**config.mk**
```make
export PLATFORM = sky130hd
export DESIGN_NAME = sla_exec_unit
export DESIGN_NICKNAME = d
export VERILOG_FILES = /design/src/rtl/sla_pkg.sv /design/src/rtl/sla_shifter.sv /design/src/rtl/sla_adder.sv /design/src/rtl/sla_logic.sv /design/src/rtl/sla_exec_unit.sv
export SDC_FILE = /design/constraint.sdc
export NUM_CORES = 1
export LEC_CHECK = 0
export BUFFER_PORTS_ARGS = -buffer_cell sky130_fd_sc_hd__buf_2
export CORE_ASPECT_RATIO = 0.5
export CORE_UTILIZATION = 50
export DETAILED_ROUTE_END_ITERATION = 8
export PLACE_DENSITY = 0.7
export SLEW_MARGIN = 20
export SYNTH_ARGS = -nofsm -noshare
export SYNTH_HDL_FRONTEND = slang
export SYNTH_HIERARCHICAL = 1
export SYNTH_SLANG_ARGS = --single-unit
```
**constraint.sdc**
```tcl
create_clock -name clk -period 0.8 [get_ports clk]
set_input_delay 0.04 -clock clk [delete_from_list [all_inputs] [get_ports clk]]
set_output_delay 0.04 -clock clk [all_outputs]
set_load 0.02 [all_outputs]
```
**src/rtl/sla_pkg.sv**
```systemverilog
package sla_pkg;

    localparam int unsigned OP_W = 5;

    typedef enum logic [OP_W-1:0] {
        OP_ANDI = 5'b00010,
        OP_ADDI = 5'b00011,
        OP_SHL  = 5'b10000,
        OP_ROL  = 5'b10001,
        OP_SHR  = 5'b10010,
        OP_SAR  = 5'b10011,
        OP_INV  = 5'b10100,
        OP_ADD  = 5'b10101,
        OP_SUB  = 5'b10110,
        OP_AND  = 5'b10111,
        OP_OR   = 5'b11000,
        OP_XOR  = 5'b11001
    } sla_op_e;

    // Order matches the low two bits of the shift codes.
    typedef enum logic [1:0] {
        SH_LL = 2'd0,
        SH_RL = 2'd1,
        SH_LR = 2'd2,
        SH_AR = 2'd3
    } shift_kind_e;

    typedef enum logic [1:0] {
        LG_AND = 2'd0,
        LG_OR  = 2'd1,
        LG_XOR = 2'd2,
        LG_INV = 2'd3
    } logic_kind_e;

endpackage

```
**src/rtl/sla_shifter.sv**
```systemverilog
module sla_shifter
    import sla_pkg::*;
#(
    parameter int unsigned DATA_W  = 32,
    parameter int unsigned SHAMT_W = $clog2(DATA_W)
) (
    input  shift_kind_e          kind_i,
    input  logic [DATA_W-1:0]    din_i,
    input  logic [SHAMT_W-1:0]   shamt_i,
    output logic [DATA_W-1:0]    dout_o
);

    logic [DATA_W-1:0] stage [SHAMT_W+1];

    assign stage[0] = din_i;

    // One stage per count bit; stage k moves by 2**k when that bit is set.
    for (genvar k = 0; k < SHAMT_W; k++) begin : g_stage
        localparam int unsigned DIST = 1 << k;
        logic [DATA_W-1:0] cur;
        logic [DATA_W-1:0] moved;
        logic [DATA_W-1:0] nxt;

        assign cur = stage[k];

        always_comb begin
            unique case (kind_i)
                SH_LL:   moved = cur << DIST;
                SH_RL:   moved = {cur[DATA_W-DIST-1:0], cur[DATA_W-1:DATA_W-DIST]};
                SH_LR:   moved = cur >> DIST;
                SH_AR:   moved = $signed(cur) >>> DIST;
                default: moved = cur;
            endcase
            nxt = shamt_i[k] ? moved : cur;
        end

        assign stage[k+1] = nxt;
    end

    assign dout_o = stage[SHAMT_W];

    // a zero count leaves the operand untouched for every kind.
    always_comb begin
        if (shamt_i == '0) begin
            p_pass_zero_count_r4: assert (dout_o == din_i);
        end
    end

endmodule

```
**src/rtl/sla_adder.sv**
```systemverilog
module sla_adder #(
    parameter int unsigned DATA_W = 32
) (
    input  logic [DATA_W-1:0] a_i,
    input  logic [DATA_W-1:0] b_i,
    input  logic              sub_i,
    output logic [DATA_W-1:0] sum_o,
    output logic              cout_o
);

    logic [DATA_W-1:0] b_eff;
    logic [DATA_W:0]   total;

    assign b_eff = sub_i ? ~b_i : b_i;
    assign total = {1'b0, a_i} + {1'b0, b_eff} + {{DATA_W{1'b0}}, sub_i};

    assign sum_o  = total[DATA_W-1:0];
    assign cout_o = total[DATA_W];

endmodule

```
**src/rtl/sla_logic.sv**
```systemverilog
module sla_logic
    import sla_pkg::*;
#(
    parameter int unsigned DATA_W = 32
) (
    input  logic_kind_e       kind_i,
    input  logic [DATA_W-1:0] a_i,
    input  logic [DATA_W-1:0] b_i,
    output logic [DATA_W-1:0] dout_o
);

    always_comb begin
        unique case (kind_i)
            LG_AND:  dout_o = a_i & b_i;
            LG_OR:   dout_o = a_i | b_i;
            LG_XOR:  dout_o = a_i ^ b_i;
            LG_INV:  dout_o = ~a_i;
            default: dout_o = '0;
        endcase
    end

endmodule

```
**src/rtl/sla_exec_unit.sv**
```systemverilog
module sla_exec_unit
    import sla_pkg::*;
#(
    parameter int unsigned DATA_W = 32,
    parameter int unsigned IMM_W  = 20
) (
    input  logic                         clk,
    input  logic                         rst_n,
    input  logic [4:0]                   op_i,
    input  logic [DATA_W-1:0]            src1_i,
    input  logic [DATA_W-1:0]            src2_i,
    input  logic [$clog2(DATA_W)-1:0]    shamt_i,
    input  logic [IMM_W-1:0]             imm_i,
    output logic [DATA_W-1:0]            result_o,
    output logic                         neg_o,
    output logic                         zero_o,
    output logic                         pos_o,
    output logic                         carry_o
);

    localparam int unsigned SHAMT_W = $clog2(DATA_W);
    localparam int unsigned EXT_W   = DATA_W - IMM_W;

    typedef struct packed {
        logic [DATA_W-1:0] res;
        logic              neg;
        logic              zero;
        logic              pos;
        logic              carry;
    } exec_state_t;

    exec_state_t st_d, st_q;

    logic [DATA_W-1:0] imm_zx, imm_sx;
    logic [DATA_W-1:0] sh_out, lg_out, add_out, add_b, lg_b;
    logic              add_cout, add_sub;
    shift_kind_e       sh_kind;
    logic_kind_e       lg_kind;

    function automatic logic op_known(input logic [4:0] o);
        case (o)
            OP_ANDI, OP_ADDI, OP_SHL, OP_ROL, OP_SHR, OP_SAR,
            OP_INV, OP_ADD, OP_SUB, OP_AND, OP_OR, OP_XOR: return 1'b1;
            default: return 1'b0;
        endcase
    endfunction

    assign imm_zx = {{EXT_W{1'b0}}, imm_i};
    assign imm_sx = {{EXT_W{imm_i[IMM_W-1]}}, imm_i};

    // Shift kind is the low two code bits of the shift group.
    assign sh_kind = shift_kind_e'(op_i[1:0]);

    always_comb begin
        unique case (op_i)
            OP_OR:   lg_kind = LG_OR;
            OP_XOR:  lg_kind = LG_XOR;
            OP_INV:  lg_kind = LG_INV;
            default: lg_kind = LG_AND;
        endcase
    end

    assign lg_b    = (op_i == OP_ANDI) ? imm_zx : src2_i;
    assign add_b   = (op_i == OP_ADDI) ? imm_sx : src2_i;
    assign add_sub = (op_i == OP_SUB);

    sla_shifter #(.DATA_W(DATA_W), .SHAMT_W(SHAMT_W)) u_shift (
        .kind_i  (sh_kind),
        .din_i   (src1_i),
        .shamt_i (shamt_i),
        .dout_o  (sh_out)
    );

    sla_logic #(.DATA_W(DATA_W)) u_logic (
        .kind_i (lg_kind),
        .a_i    (src1_i),
        .b_i    (lg_b),
        .dout_o (lg_out)
    );

    sla_adder #(.DATA_W(DATA_W)) u_add (
        .a_i    (src1_i),
        .b_i    (add_b),
        .sub_i  (add_sub),
        .sum_o  (add_out),
        .cout_o (add_cout)
    );

    always_comb begin
        logic valid;
        st_d  = '0;
        valid = 1'b1;
        unique case (op_i)
            OP_SHL, OP_ROL, OP_SHR, OP_SAR: st_d.res = sh_out;
            OP_INV, OP_AND, OP_OR, OP_XOR, OP_ANDI: st_d.res = lg_out;
            OP_ADD, OP_SUB, OP_ADDI: begin
                st_d.res   = add_out;
                st_d.carry = add_cout;
            end
            default: valid = 1'b0;
        endcase
        if (valid) begin
            st_d.neg  = st_d.res[DATA_W-1];
            st_d.zero = (st_d.res == '0);
            st_d.pos  = !st_d.neg && !st_d.zero;
        end
    end

    always_ff @(posedge clk or negedge rst_n) begin
        if (!rst_n) begin
            st_q <= '0;
        end else begin
            st_q <= st_d;
        end
    end

    assign result_o = st_q.res;
    assign neg_o    = st_q.neg;
    assign zero_o   = st_q.zero;
    assign pos_o    = st_q.pos;
    assign carry_o  = st_q.carry;

    // sign flag tracks the top result bit.
    p_neg_is_msb_r11: assert property (@(posedge clk) disable iff (!rst_n)
        neg_o == result_o[DATA_W-1]);

    // zero flag only with an all-zero result.
    p_zero_means_zero_r11: assert property (@(posedge clk) disable iff (!rst_n)
        zero_o |-> (result_o == '0));

    // positive excludes the other two.
    p_pos_exclusive_r11: assert property (@(posedge clk) disable iff (!rst_n)
        pos_o |-> (!neg_o && !zero_o && result_o != '0));

    // carry only from the adder codes.
    p_carry_scope_r11: assert property (@(posedge clk) disable iff (!rst_n)
        !(op_i == OP_ADD || op_i == OP_SUB || op_i == OP_ADDI) |=> !carry_o);

    // unlisted codes give an empty result.
    p_unknown_op_r12: assert property (@(posedge clk) disable iff (!rst_n)
        !op_known(op_i) |=> (result_o == '0 && !neg_o && !zero_o && !pos_o && !carry_o));

    // inversion of the first source.
    p_inverse_r5: assert property (@(posedge clk) disable iff (!rst_n)
        (op_i == OP_INV) |=> (result_o == ~$past(src1_i)));

    // compare of equal values.
    p_sub_equal_r7: assert property (@(posedge clk) disable iff (!rst_n)
        (op_i == OP_SUB && src1_i == src2_i) |=> (zero_o && carry_o));

endmodule

```
==> key figures, run 1 <==
Synth
  – Synth top area cells: ha_1, mux4_2, dfrtp_1, mux2i_1, nand2_1
  – Sequential-to-total area share from yosys stat: 0.0798
  – Syn Std Cell Area: around 0.011 mm^2
  – Gate count after technology mapping: 1442
  – Syn nets: between 1500 and 2000
  – Yosys reg bits: 36
  – Share of the synthesized area in the top cell type: 0.109
  – Yosys top cell by area: ha_1
  – Avg Synthesized Cell Area: 7.82 um^2
  – Post-synth cell types: between 90 and 100
  – Ys flop type: dfrtp_1
  – Post-synthesis async set-or-reset flop share: 1.00
  – Ys Warns: 6
  – Number of synthesized flops with an enable pin: 0

Die
  – # IOs: 132
  – Die Ht: between 100 and 150 um
  – Initial Util: 0.515
  – Rows: 38
  – Chip width: 214 um

Clock tree
  – Num CTS Buffers: 5
  – Clk buf depth: 2
  – Clock Sink Count: 36
  – CTS H-tree lvls: 2
  – Root cell of the clock tree: clkbuf_16

Run status
  – Run Error: [ERROR GRT-0232] Routing congestion too high. Check the congestion heatmap in the GUI.
  – Halt Stage: 5_1_grt
  – Status: did not finish

Global routing
  – GRT Resource Usage Total: 0.818
  – Pin count of the biggest net entering global routing: 37
  – Remaining Overflow, GRT: about 180

Placement
  – Dpl cells: 2243
  – Dpl hpwl: ~45000 um
  – PortBufs: 131
  – Routability Congestion: between 1 and 1.5

STA
  – Worst EP kind: register data pin
  – Worst_ep grt: pos_o$_DFF_PN0_/D
==> cells in the mapped netlist (10+ instances only) <==
| cell | instances |
|---|---|
| a22oi_1 | 11 |
| o211ai_1 | 25 |
| a31oi_1 | 13 |
| mux2i_1 | 67 |
| nor3_1 | 32 |
| clkbuf_1 | 64 |
| a21o_1 | 22 |
| o2bb2ai_1 | 25 |
| nand2b_1 | 16 |
| nor2_1 | 90 |
| o22ai_1 | 33 |
| xnor2_1 | 16 |
| nand4_1 | 11 |
| dfrtp_1 | 36 |
| a221oi_1 | 12 |
| a211oi_1 | 29 |
| a221o_1 | 28 |
| o221ai_1 | 15 |
| o21ai_0 | 62 |
| ha_1 | 98 |
| nand2_1 | 137 |
| mux4_2 | 42 |
| nand4b_1 | 23 |
| a21oi_1 | 74 |
| mux2_2 | 40 |
| xor2_1 | 43 |
| and2_1 | 21 |
| nand3_1 | 17 |
| inv_1 | 129 |
| buf_2 | 25 |
| buf_6 | 10 |
| nand3b_1 | 11 |
==> cell families after synthesis <==
| family | synth area share |
|---|---|
| DFF | 0.0798 |
| and+or+nand+nor | 0.174 |
| buffers and inverters | 0.106 |
| adders and majority gates | 0.110 |
| xor gates and xnor gates | 0.0482 |
| AOI/OAI and AO/OA | 0.289 |
| muxes | 0.193 |
==> timing repair <==
| action | CTS |
|---|---|
| gates cloned | 4 |
| pin swaps | 86 |
| setup endpoints to repair | 72 |
| resized for setup | 211 |
| buffers inserted | 52 |
| hold endpoints to repair | 36 |
| hold buffers | 1 |
==> per-layer routing <==
| layer | overflow | global-route usage |
|---|---|---|
| met2 | 118 | 0.967 |
| met3 | 9 | 0.698 |
| met5 | 1 | 0.550 |
| met4 | 42 | 0.779 |
| met1 | 12 | 0.818 |
==> through the flow <==
step | TNS [ns] | area, um^2 | hold WS, ns | setup WS, ns | util
2_1_floorplan | -80.94 | 11500 | -0.256 | -3.48 | -
3_3_place_gp | -97.35 | 15600 | 0.0146 | -3.71 | 0.712
3_5_place_dp | -99.22 | 15600 | 0.0259 | -3.82 | 0.712
4_1_cts | -82.07 | 17000 | 0.260 | -3.21 | 0.778
==> run 2: changes to the inputs <==
Settings changed: CORE_ASPECT_RATIO 0.5 to not set, CORE_UTILIZATION 50 to 35, PLACE_DENSITY 0.7 to not set, PLACE_DENSITY_LB_ADDON set to 0.15.
==> key figures, run 2 <==
Clock tree
  – Clk buf depth: 2 (unchanged)
  – CTS tree: built
  – CTS H-tree lvls: 2 (unchanged)
  – Clock Sink Count: 36 (unchanged)
  – Num CTS Buffers: 5 (unchanged)
  – Root cell of the clock tree: clkbuf_16
  – Clk slew on worst S/H paths: about 0.060 ns

Cells and area
  – Most common cell after layout, fill and taps aside: buf_4
  – Most frequent cells in the layout: buf_4, nand2_1, inv_1, ha_1, buf_2
  – Fill cells: roughly 3000
  – Layout cells sized above 1: 0.468
  – Area Overhead vs Synth: 56.1%
  – Utilization after layout: 0.557
  – Nets: about 2200
  – Non-Filler Instances: about 2400
  – Max reg flops: 32

Synth
  – Commonest cells in the netlist: nand2_1, inv_1, ha_1
  – Main combinational cell family by area after synthesis: compound AO/OA/AOI/OAI gates
  – Adder-cell share of the synthesized area: 0.110 (unchanged)
  – Ys Warns: 6 (unchanged)
  – Yosys top cell by area: ha_1
  – Synth Area in Simple Gates: 0.174 (unchanged)
  – Synth Area in Compound Gates: 0.289 (unchanged)
  – Syn Std Cell Area: 0.0113 mm^2 (unchanged)
  – Number of synthesized flops with an enable pin: 0 (unchanged)
  – Top-count cell post-synth: nand2_1
  – Synth top area cells: ha_1, mux4_2, dfrtp_1, mux2i_1, nand2_1
  – Yosys reg bits: 36 (unchanged)
  – Share of the synthesized area in the top cell type: 0.109 (unchanged)
  – Sequential-to-total area share from yosys stat: 0.0798 (unchanged)
  – Gate count after technology mapping: 1442 (unchanged)
  – Synth Area in XOR/XNOR: 0.0482 (unchanged)
  – Avg Synthesized Cell Area: 7.82 um^2 (unchanged)
  – Post-synthesis mux area share: 0.193 (unchanged)
  – Ys flop type: dfrtp_1
  – Syn nets: 1637 (unchanged)
  – Post-synthesis async set-or-reset flop share: 1.00 (unchanged)
  – Post-synth cell types: 94 (unchanged)

Worst setup path
  – Slowest stage cell, crit path: or4_4
  – Worst EP arrival: 4.33 ns
  – Req. time, crit path: between 1 and 1.5 ns
  – Largest stage delay, worst path: approximately 0.57 ns
  – Top fanout value on the critical path: 7
  – Worst path cell trace: buf_8, nand4bb_4, nand2b_4, buf_8, buf_12, nand2_1, nand2_1, xor2_1, ha_1, buf_6, and3_1, a41oi_2, nand2_2, a21oi_4, o21ai_2, xor2_1, a221o_1, or4_4, or4_4, buf_4, nor3_2
  – Kind of critical path: primary input to flop
  – CP startpoint: op_i[2]
  – Crit end category: flop
  – Critical path startpoint category: primary input

Die
  – Initial Util: 0.357 (-0.158)
  – Die Ht: 182 um (+68%)
  – # IOs: 132 (unchanged)
  – Rows: 65 (+71%)
  – Core area: approximately 0.032 mm^2
  – Chip width: 182 um (-15%)
  – Die Footprint: approximately 0.033 mm^2

Power
  – Sequential share of power: 0.118
  – Comb pwr share: 0.775
  – Overall power: around 0.018 W
  – Int Power: around 0.0096 W
  – Power Density: a little over 1000 mW/mm^2
  – Clock group share of total power: 0.107
  – Sw Pwr: just over 0.008 W
  – VDD IR-drop max: around 830 uV
  – Net Sw Frac: 0.458
  – Leak pwr: between 8 and 9 nW

Min path
  – Hold WC Path Type: primary input to async pin

Placement
  – Setup WS pre-CTS: -3.92 ns (-0.0940 ns)
  – PortBufs: 131 (unchanged)
  – Dpl cells: 2361 (+5.3%)
  – Dpl hpwl: 47900 um (+6.0%)
  – Routability Congestion: 1.01 (-12%)

Global routing
  – GRT Resource Usage Total: 0.343
  – Global-route wire length before repair: ~85000 um
  – Vias in the first global route: between 10000 and 15000
  – Initial antenna violation count: 3
  – Remaining Overflow, GRT: 0
  – Pin count of the biggest net entering global routing: between 40 and 50

Detailed routing
  – Pre-antenna DRT Iters: 5
  – Met2 routed WL: roughly 25000 um
  – Met3 routed WL: roughly 5100 um
  – Total number of vias: around 14000
  – Routed WL: between 50000 and 60000 um
  – Met1 WL: ~26000 um
  – Final ANT Viol Nets: 0
  – Uppermost routed layer: met5
  – Avg WL per Cell: 24.2 um
  – Vias/cell: between 5 and 6
  – Post-route DRC: 0
  – Iteration-0 DRC Markers: around 1300

STA
  – Min cycle time layout: approximately 4.1 ns
  – RSZ-0062 raised after global routing: yes
  – Post-route clock period utilization: 5.15
  – Setup TNS: -85.05 ns
  – Final Max Tran Viols: 0
  – FMAX: between 200 and 250 MHz
  – Final setup fails: 72
  – Worst slew margin: 0.515
  – Final Hold Viols: 0
  – Pin slew with the least headroom to its limit: between 0.7 and 0.8 ns
  – Worst setup margin: -3.32 ns

Run status
  – Failing checks: setup timing
  – Status: finished with violations

Flow run
  – Max-cap violations: 0
run 2: metrics by stage:
step	cell area, um^2	hold slack (ns)
after floorplan	11500	-0.256
after global placement	15900	0.00988
after detailed placement	15900	0.0107
after CTS	17000	0.257
after global routing	17600	0.297
final	17600	0.246
run 2: area by class of cell:
type	instances	area [um^2]	area share
Timing Repair Buffer	684	5490	0.312
Clock inverter	3	18.8	0.00107
Tap cell	402	503	0.0286
Clock buffer	5	125	0.00711
Multi-Input combinational cell	1153	10100	0.572
Inverter	132	495	0.0281
Antenna cell	1	2.50	0.000142
Sequential cell	36	901	0.0512
run 2: worst max-delay path by stage:
stage	slack, ns	to	cells after the start
after CTS	-3.21	pos_o	20
after global placement	-3.87	pos_o	21
after floorplan	-3.48	pos_o	21
after global routing	-3.40	zero_o	22
after detailed placement	-3.92	pos_o	21
final	-3.32	zero_o	21
run 2: power groups by stage:
| stage | Combinational, W | Clock, W | Sequential (W) |
|---|---|---|---|
| final | 0.0138 | 0.00190 | 0.00209 |
| after detailed placement | 0.0118 | 0 | 0.00208 |
| after CTS | 0.0128 | 0.00192 | 0.00209 |
| after global placement | 0.0117 | 0 | 0.00207 |
| after floorplan | 0.00563 | 0 | 0.00232 |
| after global routing | 0.0145 | 0.00199 | 0.00210 |
run 2: timing repair:
item | CTS | global route
setup endpoints to repair | 72 | 72
hold buffers | 1 | 0
hold endpoints to repair | 36 | 0
pin swaps | 45 | 59
buffers inserted | 25 | 31
resized for setup | 174 | 97
gates cloned | 0 | 1
run 2: cell families (layout without fill, tap and decap cells):
group | after synthesis | after routing
AO/OA/AOI/OAI | 443 | 443
adder cells (fa/ha/maj) | 99 | 99
multiplexers | 155 | 155
XOR/XNOR | 60 | 60
flip-flops | 36 | 36
other | 0 | 1
AND/OR/NAND/NOR | 396 | 396
buffers and inverters | 253 | 824
run 2: worst max-delay path: cells and delay by family:
family / cells / cell delay (ns)
fa+ha+maj: 1 / 0.34
compound gates: 4 / 0.87
simple gates: 9 / 2.06
buf+inv: 5 / 0.69
xor+xnor: 2 / 0.30
run 2: per-layer routing:
metal  vias up  global-route usage
li1       6555                   -
met1      7047               0.489
met2       675               0.517
met3       103              0.0666
met4         2               0.104
met5         -                   0
Power figures use the tool's default switching activity.
